### src/rtl/bfx_pkg.sv
package bfx_pkg;
  typedef enum logic [1:0] {
    BFX_SEXT   = 2'b00,
    BFX_UEXT   = 2'b01,
    BFX_INSERT = 2'b10,
    BFX_NONE   = 2'b11
  } bfx_op_e;
endpackage

### src/rtl/bfx_extract.sv
module bfx_extract #(
  parameter int W  = 32,
  parameter int SW = $clog2(W)
) (
  input  logic [W-1:0]  value,
  input  logic [SW-1:0] off,
  input  logic [SW-1:0] len,
  input  logic          is_signed,
  output logic          fits,
  output logic [W-1:0]  result
);
  localparam logic [SW:0] W_L = (SW+1)'(W);

  logic [SW:0] span, lift_amt, drop_amt;
  logic [W-1:0] lifted, narrow, wide;

  assign span     = {1'b0, off} + {1'b0, len};
  assign fits     = span < W_L;
  assign lift_amt = W_L - span;
  assign drop_amt = W_L - {1'b0, len};
  assign lifted   = value << lift_amt;

  // In-range path: push the field to the top, then bring it back down.
  assign narrow = is_signed ? $unsigned($signed(lifted) >>> drop_amt)
                            : (lifted >> drop_amt);
  // Field runs past the top bit: plain shift by the offset.
  assign wide   = is_signed ? $unsigned($signed(value) >>> off)
                            : (value >> off);

  always_comb begin
    if (len == '0)  result = '0;
    else if (fits)  result = narrow;
    else            result = wide;
  end
endmodule

### src/rtl/bfx_insert.sv
module bfx_insert #(
  parameter int W  = 32,
  parameter int SW = $clog2(W)
) (
  input  logic [W-1:0]  base,
  input  logic [W-1:0]  ins,
  input  logic [SW-1:0] off,
  input  logic [SW-1:0] len,
  output logic [W-1:0]  mask,
  output logic [W-1:0]  result
);
  logic [SW:0]  span;
  logic [W-1:0] placed;

  assign span   = {1'b0, off} + {1'b0, len};
  assign placed = ins << off;

  // Per-bit window compare; positions at or above W never exist, so overflow drops out.
  for (genvar j = 0; j < W; j++) begin : g_mask
    localparam logic [SW:0] POS = (SW+1)'(j);
    assign mask[j] = ({1'b0, off} <= POS) && (POS < span);
  end

  assign result = (placed & mask) | (base & ~mask);
endmodule

### src/rtl/bfx_unit.sv
module bfx_unit
  import bfx_pkg::*;
#(
  parameter int DATA_W = 32
) (
  input  logic              clk,
  input  logic              rst,
  input  logic              in_valid,
  input  logic [1:0]        op,
  input  logic [DATA_W-1:0] src_val,
  input  logic [DATA_W-1:0] src_ins,
  input  logic [DATA_W-1:0] field_off,
  input  logic [DATA_W-1:0] field_len,
  output logic              res_valid,
  output logic [DATA_W-1:0] res_data
);
  localparam int SW = $clog2(DATA_W);

  bfx_op_e          op_e;
  logic [SW-1:0]    off_t, len_t;
  logic             ext_fits;
  logic [DATA_W-1:0] ext_res, ins_res, ins_mask, next_res;
  logic             unused_opnd_hi;

  assign op_e  = bfx_op_e'(op);
  assign off_t = field_off[SW-1:0];
  assign len_t = field_len[SW-1:0];
  assign unused_opnd_hi = ^{field_off[DATA_W-1:SW], field_len[DATA_W-1:SW]};

  bfx_extract #(.W(DATA_W), .SW(SW)) u_extract (
    .value(src_val), .off(off_t), .len(len_t),
    .is_signed(op_e == BFX_SEXT), .fits(ext_fits), .result(ext_res)
  );

  bfx_insert #(.W(DATA_W), .SW(SW)) u_insert (
    .base(src_val), .ins(src_ins), .off(off_t), .len(len_t),
    .mask(ins_mask), .result(ins_res)
  );

  always_comb begin
    unique case (op_e)
      BFX_SEXT, BFX_UEXT: next_res = ext_res;
      BFX_INSERT:         next_res = ins_res;
      default:            next_res = '0;
    endcase
  end

  always_ff @(posedge clk) begin
    if (rst) begin
      res_valid <= 1'b0;
      res_data  <= '0;
    end else begin
      res_valid <= in_valid;
      if (in_valid) res_data <= next_res;
    end
  end

  // Assertions
  assert_valid_follows_R10: assert property (@(posedge clk) disable iff (rst)
    in_valid |=> res_valid);
  assert_idle_holds_R10: assert property (@(posedge clk) disable iff (rst)
    !in_valid |=> (!res_valid && $stable(res_data)));
  assert_unused_op_zero_R1: assert property (@(posedge clk) disable iff (rst)
    (in_valid && op == 2'b11) |=> res_data == '0);
  assert_extract_zero_len_R3: assert property (@(posedge clk) disable iff (rst)
    (in_valid && !op[1] && len_t == '0) |=> res_data == '0);
  assert_insert_zero_len_R8: assert property (@(posedge clk) disable iff (rst)
    (in_valid && op == 2'b10 && len_t == '0) |=> res_data == $past(src_val));
  assert_uext_high_clear_R5: assert property (@(posedge clk) disable iff (rst)
    (in_valid && op == 2'b01 && ext_fits && len_t != '0)
      |=> (res_data >> $past(len_t)) == '0);
  assert_insert_mask_bound_R9: assert property (@(posedge clk) disable iff (rst)
    (in_valid && op == 2'b10) |-> ($countones(ins_mask) <= int'(len_t)));
endmodule

### config.mk
export PLATFORM = sky130hd
export DESIGN_NAME = bfx_unit
export DESIGN_NICKNAME = d
export VERILOG_FILES = /design/src/rtl/bfx_pkg.sv /design/src/rtl/bfx_extract.sv /design/src/rtl/bfx_insert.sv /design/src/rtl/bfx_unit.sv
export SDC_FILE = /design/constraint.sdc
export NUM_CORES = 1
export LEC_CHECK = 0
export ABC_CLOCK_PERIOD_IN_PS = 23700
export BUFFER_PORTS_ARGS = -buffer_cell sky130_fd_sc_hd__buf_2
export CORE_MARGIN = 8
export CORE_UTILIZATION = 40
export DETAILED_ROUTE_END_ITERATION = 12
export PLACE_DENSITY = 0.63
export SYNTH_ARGS = -nofsm -noshare
export SYNTH_HDL_FRONTEND = slang
export SYNTH_SLANG_ARGS = --single-unit
export TNS_END_PERCENT = 1
### constraint.sdc
create_clock -name clk -period 23.7 [get_ports clk]
set_clock_uncertainty 0.05 [all_clocks]
set_input_delay 7.11 -clock clk [delete_from_list [all_inputs] [get_ports clk]]
set_output_delay 7.11 -clock clk [all_outputs]
set_load 0.02 [all_outputs]
# After elaboration in Yosys (flattened, before gate mapping)
# Index checks and enable logic that the tools add are counted.
[word_totals] word_cells=120 input_bits=133 register_bits=33 output_inout_bits=33
[classes] eq_ne=2 n_bitwise=4 muxes=5 order_cmp=64 shift=6 n_addsub=3 reduce_logical=34
[ops] op="32-bit 2-to-1 mux" count=4
[ops] op="5-bit by 6-bit < comparator with 1-bit output, first input constant" count=16
[ops] op="5-bit <= comparator, second input constant" count=15
[ops] op="32-bit AND" count=2
[ops] op="32-bit one-hot mux with 2 select lines" count=1
[ops] op="4-bit by 6-bit < comparator with 1-bit output, first input constant" count=8
[ops] op="5-bit by 4-bit <= comparator with 1-bit output, second input constant" count=8
[ops] op="32-bit NOT" count=1
[ops] op="32-bit bitwise OR" count=1
[ops] op="32-bit by 5-bit << shifter with 32-bit output" count=1
[ops] op="32-bit by 6-bit << shifter with 32-bit output" count=1
[ops] op="32-bit by 5-bit right shift with 32-bit output" count=1
[ops] op="32-bit by 6-bit right shift with 32-bit output" count=1
[ops] op="32-bit by 5-bit >>> shifter with 32-bit output" count=1
[ops] op="32-bit by 6-bit >>> shifter with 32-bit output" count=1
[ops] op="1-bit logical AND" count=31
[ops] op="3-bit by 6-bit < comparator with 1-bit output, first input constant" count=4
[ops] op="5-bit by 3-bit <= comparator with 1-bit output, second input constant" count=4
[ops] op="1-bit by 6-bit < comparator with 1-bit output, first input constant" count=2
[ops] op="2-bit by 6-bit < comparator with 1-bit output, first input constant" count=2
[ops] op="5-bit by 1-bit <= comparator with 1-bit output, second input constant" count=2
[ops] op="5-bit by 2-bit <= comparator with 1-bit output, second input constant" count=2
[ops] op="5-bit by 5-bit adder with 6-bit output" count=1
[ops] op="6-bit < comparator, second input constant" count=1
[ops] op="7 further kinds" count=7

# Longest topological paths before layout
[depth] ltp_word=8 depth_mapped=23 mapped_depth_nobuf=16

# Modules after synthesis
# Synthesis repeated with hierarchy kept, for this count alone.
[hier_totals] cells_unflattened=1676 hier_area_um2=12405.6
[by_module_without_submodules] module="bfx_extract" cells_each=1047 area_per_inst_um2=7320.8 seq_area_each_um2=0.0 instances=1
[by_module_without_submodules] module="bfx_insert" cells_each=445 area_per_inst_um2=3378.2 seq_area_each_um2=0.0 instances=1
[by_module_without_submodules] module="bfx_unit" cells_each=184 area_per_inst_um2=1706.6 seq_area_each_um2=660.6 instances=1

# Worst setup path before layout
# No wires, ideal clock.
[synth_path] path_kind="input -> register" startpoint="in field_off[1]" endpoint="reg res_data[15]" arrival_ns=12.136 stages=19 setup_ns=0.137 required_time_ns=23.513 n_path_buf=6 setup_slack_ns=11.377 path_cell_list="buf_1 -> inv_1 -> clkbuf_1 -> buf_1 -> fa_1 -> clkbuf_1 -> inv_1 -> ha_1 -> buf_2 -> buf_2 -> mux4_2 -> mux2_2 -> mux2_2 -> a21o_1 -> mux4_2 -> o211ai_1 -> a21oi_1 -> o311ai_1 -> a31oi_1"
[synth_between] elab_chain_cells=8 word_cells_on_any_way=21 cone_classes="2 x add/sub; 3 x order compare; 6 x shift; 5 x mux; 4 x bitwise; 1 x reduce/logical"
[synth_rtl] item="start: declaration" line="bfx_unit.sv:12" text="input logic [DATA_W-1:0] field_off,"
[synth_rtl] item="5-bit by 5-bit adder with 6-bit output" line="bfx_extract.sv:17, bfx_insert.sv:15"
[synth_rtl] item="6-bit subtractor" line="bfx_extract.sv:19" text="assign lift_amt = W_L - span;"
[synth_rtl] item="32-bit by 6-bit << shifter with 32-bit output" line="bfx_extract.sv:21" text="assign lifted = value << lift_amt;"
[synth_rtl] item="32-bit by 6-bit right shift with 32-bit output / 32-bit by 6-bit >>> shifter with 32-bit output (equally long branches)" line="bfx_extract.sv:25, bfx_extract.sv:24"
[synth_rtl] item="32-bit 2-to-1 mux" line="bfx_extract.sv:24" text="assign narrow = is_signed ? $unsigned($signed(lifted) >>> drop_amt)"
[synth_rtl] item="32-bit 2-to-1 mux" line="bfx_extract.sv:32" text="else if (fits) result = narrow;"
[synth_rtl] item="32-bit 2-to-1 mux" line="bfx_extract.sv:31" text="if (len == '0) result = '0;"
[synth_rtl] item="32-bit one-hot mux with 2 select lines (*)" line="bfx_unit.sv:41" text="unique case (op_e)"
[synth_rtl] item="end signal: assignment" line="bfx_unit.sv:54" text="if (in_valid) res_data <= next_res;"
[synth_rtl] item="end: declaration" line="bfx_unit.sv:15" text="output logic [DATA_W-1:0] res_data"
# Mark *: on every way between the ends. The rest lies on a longest branch, timed or not.
# A chain may end at the register's enable or synchronous reset.

# Worst setup path in the final report
[layout_path] startpoint="in field_off[1]" endpoint="reg res_data[26]"
# Same word-level chain as after synthesis.

==> key figures <==
Worst setup path
  – Crit path max fanout: 68
  – Crit Path Class: in2reg
  – Reg-to-reg endpoint: res_data[1]
  – Reg2reg start: res_data[1]
  – Startpoint class of the critical path: input port
  – Required time of the critical path: 23,830 ps
  – R2R cell count: 4
  – CP Data Arrival Time: 13,630 ps
  – Crit. End Element: flop
  – R2R Setup Slk: 22,160 ps

STA
  – RSZ-0062 raised after global routing: false
  – Setup TNS: 0 ps
  – Final Max Slew Viols: 0
  – Slew @ Worst Pin: 1290 ps
  – Fin. Hold Viols: 0
  – FMAX: 74.1 MHz
  – Setup violators final: 0
  – Max transition margin: 11.5%
  – Period minus WS final: 13,500 ps
  – Hold WS: 428 ps
  – Fin crit share: 56.9%

CTS
  – Num CTS Buffers: 5
  – CTS tree: built
  – Skew-Pair Late Insertion Delay: 280 ps
  – H-tree Lvls: 2
  – Post-CTS Setup Bufs: 0
  – Max clock buf depth: 2
  – Resized cells post-CTS: 0
  – Root Driver: clkbuf_16
  – CTS sink count: 33
  – Hold bufs inserted after CTS: 0
  – Clk pin slew, worst setup/hold paths: 50 ps

Layout
  – Nets: 1,677
  – Multi-input gate area in the final layout: 9600 sq um
  – Area grow syn2layout: 7.11%
  – Sequential cell area: 661 sq um
  – Layout cell share with drive strength beyond 1: 20.1%
  – Fillers: 2,842

Power and ir drop
  – Switching Share: 56.5%
  – Clock share of power: 10.3%
  – NetSw: 0.420 mW
  – Max VDD drop: 0.0366 mV
  – PwrDens: 63.4 nW/um^2
  – Leakage: 4.51 nW
  – Reg power frac: 8.6%
  – Combinational Power Share: 81.0%
  – Pint: 0.324 mW

Detailed routing
  – Routed Wire Length: 55,800 um
  – Vias: 13.5k
  – Drc violations: 0
  – DR pass1 iterations: 7
  – Number of vias per cell: 7.18
  – WL/cell: 29.7 um
  – M1 wire length: 23,700 um
  – Top routing layer in use: met5
  – Met2 WL: 22,600 um
  – DRT antenna net count: 0
  – DR WL met3: 6390 um
  – Initial drt markers: 2,225

Min path
  – Hold EP: res_data[24]
  – HP Class: reg2reg
  – Min-delay src: res_data[24]
  – Worst hold path depth: 2

Outcome
  – Outcome: finished, final reports clean

Logic synthesis
  – Yosys top cell by area: mux4_2
  – Synth top area cells: mux4_2, mux2i_1, nand2_1
  – Post-Syn Area: 11,000 sq um
  – Syn_area_per_cell: 7.16 sq um
  – Synth top cells by count: nand2_1, nor2_1, a21oi_1, o21ai_0, mux2i_1
  – Synthesis warning total: 0
  – Mapped Nets: 1,672
  – Seq cells post-synth: 33
  – Share of the synthesized area in the top cell type: 15.8%
  – EDFF count, synth: 0
  – Synth Flop Type: dfxtp_1
  – Synth Instances: 1,529
  – Synth async-reset ratio: 0%
  – Synth cell types: 93
  – Sequential element share of the synthesized area: 6.03%
  – Count leader, synth: nand2_1

Die
  – Die Footprint: 32,900 sq um
  – CORE AREA: 27,000 sq um
  – Row count: 60
  – Die Ht: 181 um
  – Starting density of the core: 40.6%
  – Top Ports: 166
  – Die span in x: 181 um

Global routing
  – Total GRT Usage: 32.4%
  – Vias in the first global route: 12.5k
  – First-pass GRT wire length: 82,500 um
  – Initial antenna violation count: 3
  – Largest net degree at the start of global routing: 69
  – Global route total overflow: 0

Place
  – # port buffers: 111
  – Gpl congestion: 0.985
  – Post-DP HPWL: 42,400 um

Run
  – Max-cap violations: 0
==> critical path, cell delays in order <==
cell and delay (ps):
buf_2 70, buf_4 650, inv_1 190, fa_1 930
ha_1 570, xnor3_2 850, mux2i_1 210, mux2i_1 530
mux2_2 410, mux4_2 350, nand2b_1 90, a2111oi_0 1080
o21ai_0 260, a311oi_1 310
==> per-layer routing <==
metal  vias to the layer above  GRT usage (%)
met5                         -              0
met4                         2           15.3
met2                      1005           45.8
met3                       156           5.77
li1                       5875              -
met1                      6432           46.8
==> layout make-up <==
cell class	count	area share [%]
Clock buffer	7	1.22
Clock inverter	1	0.256
Tap cell	341	3.64
Antenna cell	1	0.0213
Multi-Input combinational cell	1331	81.8
Timing Repair Buffer	142	6.74
Sequential cell	33	5.63
Inverter	21	0.672
==> layout by cell type, fill, tap and decap left out, types with 12 or more instances in the layout <==
cell        n
nor2_1    164
a21oi_1   115
nor3_1     47
inv_1      19
o221ai_1   15
a211oi_1   38
nand2b_1   15
o211ai_1   34
dfxtp_1    33
o21ai_0   116
nand3_1    35
buf_2     110
nand2_1   215
o22ai_1    20
mux4_2     77
mux2i_1   107
o21ai_1    12
a31oi_1    32
mux2_2     43
buf_4      32
==> through the flow <==
step                      total power, mW  std cells  cell area (sq um)  worst slack (ps)  utilization, %
final                               0.743       1877              11700             10200            43.5
after global routing                0.776       1877              11700             10100            43.5
after CTS                           0.720       1876              11700             10610            43.5
after detailed placement            0.641       1868              11600             10310            42.9
after global placement              0.645       1868              11600             10320            42.9
after floorplan                     0.470       1529              11000             11380               -
==> cell families (layout without fill, tap and decap cells) <==
family	after synthesis	after routing	share of synthesized area, %
adder cells (fa/ha/maj)	10	10	1.21
multiplexers	232	232	30.7
AND/OR/NAND/NOR	556	556	22.4
buffers and inverters	165	171	6.57
flip-flops	33	33	6.03
other	0	1	0
AO/OA/AOI/OAI	522	522	31.7
XOR/XNOR	11	11	1.39
==> registers in the layout, indices dropped and copies added, names as in the netlist <==
signal,cells
res_data,32
res_valid,1
==> worst max-delay path by stage <==
stage / start / endpoint / cells past startpoint
after floorplan: field_off[1] / res_data[15] / 19
after global placement: field_off[1] / res_data[19] / 14
after detailed placement: field_off[1] / res_data[19] / 14
after CTS: field_off[1] / res_data[19] / 14
after global routing: field_off[1] / res_data[26] / 14
final: field_off[1] / res_data[26] / 14
==> power groups by stage <==
stage	registers (mW)	clock network [mW]	logic (mW)
final	0.0640	0.0769	0.602
after global routing	0.0647	0.0803	0.631
after CTS	0.0641	0.0776	0.579
after detailed placement	0.0652	0	0.576
after global placement	0.0650	0	0.580
after floorplan	0.0714	0	0.399
No activity file was read; power rests on OpenSTA's default activity.
